$ cat src/rtl/brg_pkg.sv
package brg_pkg;
  localparam int unsigned REG_AW   = 4;
  localparam int unsigned REG_DW   = 8;
  localparam int unsigned TC_W     = 16;
  localparam int unsigned TC_BYTES = TC_W / REG_DW;

  localparam logic [REG_AW-1:0] A_STAT = 4'd0;
  localparam logic [REG_AW-1:0] A_MODE = 4'd4;
  localparam logic [REG_AW-1:0] A_TCLO = 4'd12;
  localparam logic [REG_AW-1:0] A_CTRL = 4'd14;
  localparam logic [REG_AW-1:0] A_IE   = 4'd15;

  localparam logic [2:0] CMD_CLR_STAT = 3'b010;

  typedef enum logic [1:0] {MUL_X1, MUL_X16, MUL_X32, MUL_X64} mul_e;

  typedef struct packed {
    logic [TC_W-1:0] tc;
    logic            run;
    logic            src_pclk;
    mul_e            mul;
    logic            timer_ie;
  } brg_cfg_t;
endpackage

$ cat src/rtl/brg_regs.sv
module brg_regs
  import brg_pkg::*;
(
  input  logic              clk_i,
  input  logic              rst_ni,
  input  logic              wr_en_i,
  input  logic [REG_AW-1:0] addr_i,
  input  logic [REG_DW-1:0] wdata_i,
  input  logic              zero_i,
  output logic [REG_DW-1:0] rdata_o,
  output brg_cfg_t          cfg_o,
  output logic              start_o,
  output logic              mode_wr_o,
  output logic              timer_stat_o
);
  logic [TC_BYTES-1:0][REG_DW-1:0] tc_q;
  logic [REG_DW-1:0] mode_q;
  logic run_q, src_q, ie_q, stat_q;
  logic stat_clr;

  for (genvar b = 0; b < TC_BYTES; b++) begin : g_tc_byte
    always_ff @(posedge clk_i or negedge rst_ni) begin
      if (!rst_ni) tc_q[b] <= '0;
      else if (wr_en_i && addr_i == A_TCLO + REG_AW'(b)) tc_q[b] <= wdata_i;
    end
  end

  always_ff @(posedge clk_i or negedge rst_ni) begin
    if (!rst_ni) begin
      mode_q <= '0;
      run_q  <= 1'b0;
      src_q  <= 1'b0;
      ie_q   <= 1'b0;
    end else if (wr_en_i) begin
      case (addr_i)
        A_MODE: mode_q <= wdata_i;
        A_CTRL: begin
          run_q <= wdata_i[0];
          src_q <= wdata_i[1];
        end
        A_IE:   ie_q <= wdata_i[1];
        default: ;
      endcase
    end
  end

  assign stat_clr = wr_en_i && addr_i == A_STAT && wdata_i[5:3] == CMD_CLR_STAT;

  // set wins over a clear in the same cycle
  always_ff @(posedge clk_i or negedge rst_ni) begin
    if (!rst_ni)                stat_q <= 1'b0;
    else if (zero_i && ie_q)    stat_q <= 1'b1;
    else if (stat_clr)          stat_q <= 1'b0;
  end

  assign start_o   = wr_en_i && addr_i == A_CTRL && wdata_i[0] && !run_q;
  assign mode_wr_o = wr_en_i && addr_i == A_MODE;

  always_comb begin
    rdata_o = '0;
    case (addr_i)
      A_STAT: rdata_o[1] = stat_q;
      A_MODE: rdata_o    = mode_q;
      A_CTRL: rdata_o    = {{(REG_DW-2){1'b0}}, src_q, run_q};
      A_IE:   rdata_o[1] = ie_q;
      default: begin
        for (int b = 0; b < TC_BYTES; b++)
          if (addr_i == A_TCLO + REG_AW'(b)) rdata_o = tc_q[b];
      end
    endcase
  end

  assign cfg_o.tc       = tc_q;
  assign cfg_o.run      = run_q;
  assign cfg_o.src_pclk = src_q;
  assign cfg_o.mul      = mul_e'(mode_q[7:6]);
  assign cfg_o.timer_ie = ie_q;
  assign timer_stat_o   = stat_q;
endmodule

$ cat src/rtl/brg_src.sv
module brg_src #(
  parameter int unsigned SYNC_STAGES = 2
) (
  input  logic clk_i,
  input  logic rst_ni,
  input  logic src_pclk_i,
  input  logic pclk_en_i,
  input  logic ext_clk_i,
  output logic tick_o
);
  logic [SYNC_STAGES:0] sh_q;
  logic ext_rise;

  always_ff @(posedge clk_i or negedge rst_ni) begin
    if (!rst_ni) sh_q <= '0;
    else         sh_q <= {sh_q[SYNC_STAGES-1:0], ext_clk_i};
  end

  assign ext_rise = sh_q[SYNC_STAGES-1] & ~sh_q[SYNC_STAGES];
  assign tick_o   = src_pclk_i ? pclk_en_i : ext_rise;
endmodule

$ cat src/rtl/brg_counter.sv
module brg_counter #(
  parameter int unsigned TC_W = 16
) (
  input  logic            clk_i,
  input  logic            rst_ni,
  input  logic            tick_i,
  input  logic            run_i,
  input  logic            start_i,
  input  logic [TC_W-1:0] tc_i,
  output logic            baud_o,
  output logic            zero_o
);
  logic [TC_W-1:0] cnt_q;
  logic load_q, baud_q, zero_q;

  // half period: one reload tick, TC decrements, one terminal tick
  always_ff @(posedge clk_i or negedge rst_ni) begin
    if (!rst_ni) begin
      cnt_q  <= '0;
      load_q <= 1'b0;
      baud_q <= 1'b0;
      zero_q <= 1'b0;
    end else begin
      zero_q <= 1'b0;
      if (start_i) begin
        load_q <= 1'b1;
      end else if (run_i && tick_i) begin
        if (load_q) begin
          cnt_q  <= tc_i;
          load_q <= 1'b0;
        end else if (cnt_q == '0) begin
          zero_q <= 1'b1;
          baud_q <= ~baud_q;
          load_q <= 1'b1;
        end else begin
          cnt_q <= cnt_q - 1'b1;
        end
      end
    end
  end

  assign baud_o = baud_q;
  assign zero_o = zero_q;
endmodule

$ cat src/rtl/brg_mult.sv
module brg_mult
  import brg_pkg::*;
#(
  parameter int unsigned MAX_MUL = 64
) (
  input  logic clk_i,
  input  logic rst_ni,
  input  logic baud_i,
  input  logic zero_i,
  input  mul_e mul_i,
  input  logic clr_i,
  output logic bit_tick_o
);
  localparam int unsigned PRE_W = $clog2(MAX_MUL);

  logic [PRE_W-1:0] pre_q, lim;
  logic rise, tick_q;

  always_comb begin
    case (mul_i)
      MUL_X1:  lim = '0;
      MUL_X16: lim = PRE_W'(MAX_MUL / 4 - 1);
      MUL_X32: lim = PRE_W'(MAX_MUL / 2 - 1);
      default: lim = PRE_W'(MAX_MUL - 1);
    endcase
  end

  assign rise = zero_i & baud_i;

  always_ff @(posedge clk_i or negedge rst_ni) begin
    if (!rst_ni) begin
      pre_q  <= '0;
      tick_q <= 1'b0;
    end else begin
      tick_q <= 1'b0;
      if (clr_i) begin
        pre_q <= '0;
      end else if (rise) begin
        if (pre_q >= lim) begin
          pre_q  <= '0;
          tick_q <= 1'b1;
        end else begin
          pre_q <= pre_q + 1'b1;
        end
      end
    end
  end

  assign bit_tick_o = tick_q;
endmodule

$ cat src/rtl/baud_gen.sv
module baud_gen
  import brg_pkg::*;
#(
  parameter int unsigned SYNC_STAGES = 2,
  parameter int unsigned MAX_MUL     = 64
) (
  input  logic              clk_i,
  input  logic              rst_ni,
  input  logic              wr_en_i,
  input  logic [REG_AW-1:0] addr_i,
  input  logic [REG_DW-1:0] wdata_i,
  output logic [REG_DW-1:0] rdata_o,
  input  logic              pclk_en_i,
  input  logic              ext_clk_i,
  output logic              baud_o,
  output logic              zero_o,
  output logic              bit_tick_o,
  output logic              timer_stat_o
);
  brg_cfg_t cfg;
  logic start, mode_wr, src_tick;
  logic cnt_en, timer_ie;

  assign cnt_en   = cfg.run;
  assign timer_ie = cfg.timer_ie;

  brg_regs u_regs (
    .clk_i, .rst_ni, .wr_en_i, .addr_i, .wdata_i,
    .zero_i(zero_o), .rdata_o, .cfg_o(cfg),
    .start_o(start), .mode_wr_o(mode_wr), .timer_stat_o
  );

  brg_src #(.SYNC_STAGES(SYNC_STAGES)) u_src (
    .clk_i, .rst_ni,
    .src_pclk_i(cfg.src_pclk), .pclk_en_i, .ext_clk_i,
    .tick_o(src_tick)
  );

  brg_counter #(.TC_W(TC_W)) u_cnt (
    .clk_i, .rst_ni,
    .tick_i(src_tick), .run_i(cnt_en), .start_i(start), .tc_i(cfg.tc),
    .baud_o, .zero_o
  );

  brg_mult #(.MAX_MUL(MAX_MUL)) u_mult (
    .clk_i, .rst_ni,
    .baud_i(baud_o), .zero_i(zero_o), .mul_i(cfg.mul), .clr_i(mode_wr),
    .bit_tick_o
  );
endmodule

$ cat config.mk
export PLATFORM = sky130hd
export DESIGN_NAME = baud_gen
export DESIGN_NICKNAME = d
export VERILOG_FILES = /design/src/rtl/brg_pkg.sv /design/src/rtl/brg_regs.sv /design/src/rtl/brg_src.sv /design/src/rtl/brg_counter.sv /design/src/rtl/brg_mult.sv /design/src/rtl/baud_gen.sv
export SDC_FILE = /design/constraint.sdc
export NUM_CORES = 1
export LEC_CHECK = 0
export BUFFER_PORTS_ARGS = -buffer_cell sky130_fd_sc_hd__buf_4
export CORE_MARGIN = 4
export CORE_UTILIZATION = 50
export DETAILED_ROUTE_END_ITERATION = 12
export HOLD_SLACK_MARGIN = 0.02
export PLACE_DENSITY_LB_ADDON = 0.2
export SLEW_MARGIN = 10
export SYNTH_ARGS = -nofsm -noshare
export SYNTH_HDL_FRONTEND = slang
export SYNTH_SLANG_ARGS = --single-unit
$ cat constraint.sdc
create_clock -name clk_i -period 4.1 [get_ports clk_i]
set_clock_uncertainty 0.15 [all_clocks]
set_input_delay 0.205 -clock clk_i [delete_from_list [all_inputs] [get_ports clk_i]]
set_output_delay 0.205 -clock clk_i [all_outputs]
set_load 0.02 [all_outputs]
==> results.py <==
metrics = {
    "yosys": {
        "syn-cell-area_mm2": 0.00299,
        "synth_commonest_cells": "dfrtp_1 (57), nor2_1 (33), mux2_2 (25)",
        "ys_seq_area_share_pct": 47.7,
        "ys.flop_type": "dfrtp_1",
        "synth.avg_cell_area_um2": 10.2,
        "ys_seq_elements": 57,
        "synth_warnings": 0,
        "ys_types": 53,
        "synth_area_leaders": "dfrtp_1 (48%), mux2_2 (9.4%), nor2_1 (4.1%)",
        "synthesis.nets": 317,
        "yosys.area.top_type": "dfrtp_1",
        "async_flop_share_pct": 100,
        "synth_most_common_cell": "dfrtp_1",
        "synth_top_area_share_pct": 47.7,
        "synth-edff-count": 0,
        "synth_cells": 294,
    },
    "power": {
        "total_power_mw": 2.06,
        "peakVddDrop_v": 0.000333,
        "p_leak_nw": 1.59,
        "p_per_area_mw_per_mm2": 577,
    },
    "floorplanning": {
        "pin_count": 29,
        "core_mm2": 0.00564,
        "fp.dieArea_mm2": 0.00728,
        "rows": 27,
        "die_x_um": 85.4,
        "initial_core_util_pct": 53.0,
        "die_h_um": 85.4,
    },
    "worst_setup_path": {
        "critPathLaunchType": "flip-flop",
        "worstSetupPathType": "flip-flop to flip-flop",
        "critPathBufInv": 1,
        "cp_common_cell": "o21ai_0",
        "critPathArrivalTime_ns": 2.26,
        "cp_top_family": "simple AND/OR/NAND/NOR gates",
        "cp-end-kind": "flip-flop",
        "slowest_stage": "or3b_2",
        "required_ns": 4.15,
        "worstPathCellList": "inv_1, ha_1, or3b_2, nor3_2, a21oi_1, o21ai_0, o21ai_0",
        "cpPeakStageDelay_ns": 0.52,
        "worstPathMaxFanout": 6,
    },
    "global_route": {
        "grt_pass1_vias": 2308,
        "grt_pass1_wl_um": 11400,
        "grt.overflow.total": 0,
        "antenna_found_initial": 0,
        "track_usage_pct": 19.7,
        "grt_max_degree": 58,
    },
    "route": {
        "avgViaCountPerCell": 5.80,
        "routedWlPerCell_um": 16.2,
        "drtIter0Drc": 172,
        "post-route-drc-count": 0,
        "drt_first_pass_iters": 5,
        "ant_nets": 0,
        "dr_total_vias": 2356,
        "drt-total-wl_um": 6570,
    },
    "placement": {
        "port_buffers": 28,
        "hpwl_um": 4560,
        "postPlaceCellArea_mm2": 0.00321,
        "dpl_worst_slack_ns": 1.92,
        "gp_congestion": 0.783,
        "place_inst": 380,
    },
    "clocking": {
        "clk_pin_slew_ns": 0.07,
        "cts_buffers": 9,
        "cts_tree": "built",
        "cts_buffer_depth": 2,
        "postCtsSetupRepairBufs": 0,
        "cts.sinks": 57,
        "clk_latency_ns": 0.33,
        "cts_root_buf": "clkbuf_8",
        "htreeDepth": 3,
    },
    "timing": {
        "finalSetupTns_ns": 0,
        "finalHoldWorstSlack_ns": 0.0942,
        "min_period_over_period_pct": 53.9,
        "tightest_slew_ns": 0.812,
        "drv_slew": 0,
        "fin_ws_ns": 1.89,
        "finalSetupViolations": 0,
        "relSlewSlack_pct": 45.9,
        "period_minus_slack_ns": 2.21,
        "fmax_mhz": 452,
        "finalHoldViolCount": 0,
        "rsz0062_at_grt": "no",
    },
    "finish": {
        "final_core_util_pct": 63.4,
        "postLayoutCellArea_mm2": 0.00358,
        "nFillCells": 466,
        "regArea_mm2": 0.00143,
        "multi_input_area_mm2": 0.00142,
        "stdcell_count": 406,
        "drive_above_1_share_pct": 26.3,
        "synthToLayoutAreaGrowth_pct": 19.5,
        "diodes": 0,
        "nets": 352,
    },
    "run": {
        "cap_violations": 0,
    },
    "hold_path": {
        "hold_path.class": "input port to flip-flop",
    },
    "status": {
        "outcome": "finished, final reports clean",
    },
}
-- flip-flops by register name, summed over array words and instances, names as in the netlist --
name / flops
u_cnt.cnt_q: 16
u_regs.cfg_o: 16
u_regs.mode_q: 8
u_mult.pre_q: 6
u_src.sh_q: 3
u_cnt.baud_o: 1
u_cnt.load_q: 1
u_cnt.zero_o: 1
u_mult.bit_tick_o: 1
u_regs.ie_q: 1
u_regs.run_q: 1
u_regs.src_q: 1
u_regs.timer_stat_o: 1
-- repair_timing --
action / in CTS / in global routing
gates resized for setup: 0 / 0
hold buffers: 10 / 0
hold endpoints to repair: 85 / 0
-- final timing paths --
kind                       slack [ns]            from  depth (start not counted)             endpoint
min in group asynchronous        0.31          rst_ni                          2       u_cnt.cnt_q[3]
setup reg to reg                 1.89  u_cnt.cnt_q[0]                          7      u_cnt.cnt_q[14]
hold / removal                   0.09         wr_en_i                          3  u_regs.timer_stat_o
max in group asynchronous        3.01          rst_ni                          2       u_cnt.cnt_q[7]
hold reg to reg                  0.20   u_src.sh_q[0]                          0        u_src.sh_q[1]
setup / recovery                 1.89  u_cnt.cnt_q[0]                          7      u_cnt.cnt_q[14]
-- report_power, final --
part | switching [mW] | internal [mW]
sequential | 0.159 | 0.708
combinational | 0.277 | 0.239
clock | 0.226 | 0.454
-- final cells by class --
class	instances	share of cell area [%]
flip-flops and latches	57	39.9
well taps	72	2.52
multi-input cells	208	39.8
inverters	13	1.36
repair buffers	40	9.10
clock buffers	12	4.62
clock inverters	4	2.73
-- per-layer routing --
layer	track usage [%]	wire length, um
met5	0	0
met4	7.48	89
met3	4.37	193
met2	29.8	3150
met1	27.7	3140
-- worst reg2reg max path: stages, from the launching register on --
cell	delay [ns]
dfrtp_1	0.41
inv_1	0.11
ha_1	0.19
or3b_2	0.52
nor3_2	0.32
a21oi_1	0.12
o21ai_0	0.15
o21ai_0	0.10
-- layout by cell type, fill, tap and decap left out, types with 9 or more instances in the layout --
cell / instances
buf_4: 30
nor3_1: 9
o21ai_0: 21
clkbuf_8: 12
dfrtp_1: 57
inv_1: 13
dlygate4sd3_1: 10
a21oi_1: 19
nand2_1: 15
nor2_1: 33
mux2_2: 25
-- logic make-up (layout without fill, tap and decap cells) --
group / count (synthesis) / count (layout) / share of synthesized area [%]
buffers and inverters: 29 / 69 / 4.77
adder cells (fa/ha/maj): 6 / 6 / 2.51
AO/OA/AOI/OAI: 76 / 76 / 16.6
XOR/XNOR: 5 / 5 / 1.46
flip-flops: 57 / 57 / 47.7
multiplexers: 28 / 28 / 10.4
AND/OR/NAND/NOR: 93 / 93 / 16.5
No activity file was read; power rests on OpenSTA's default activity.
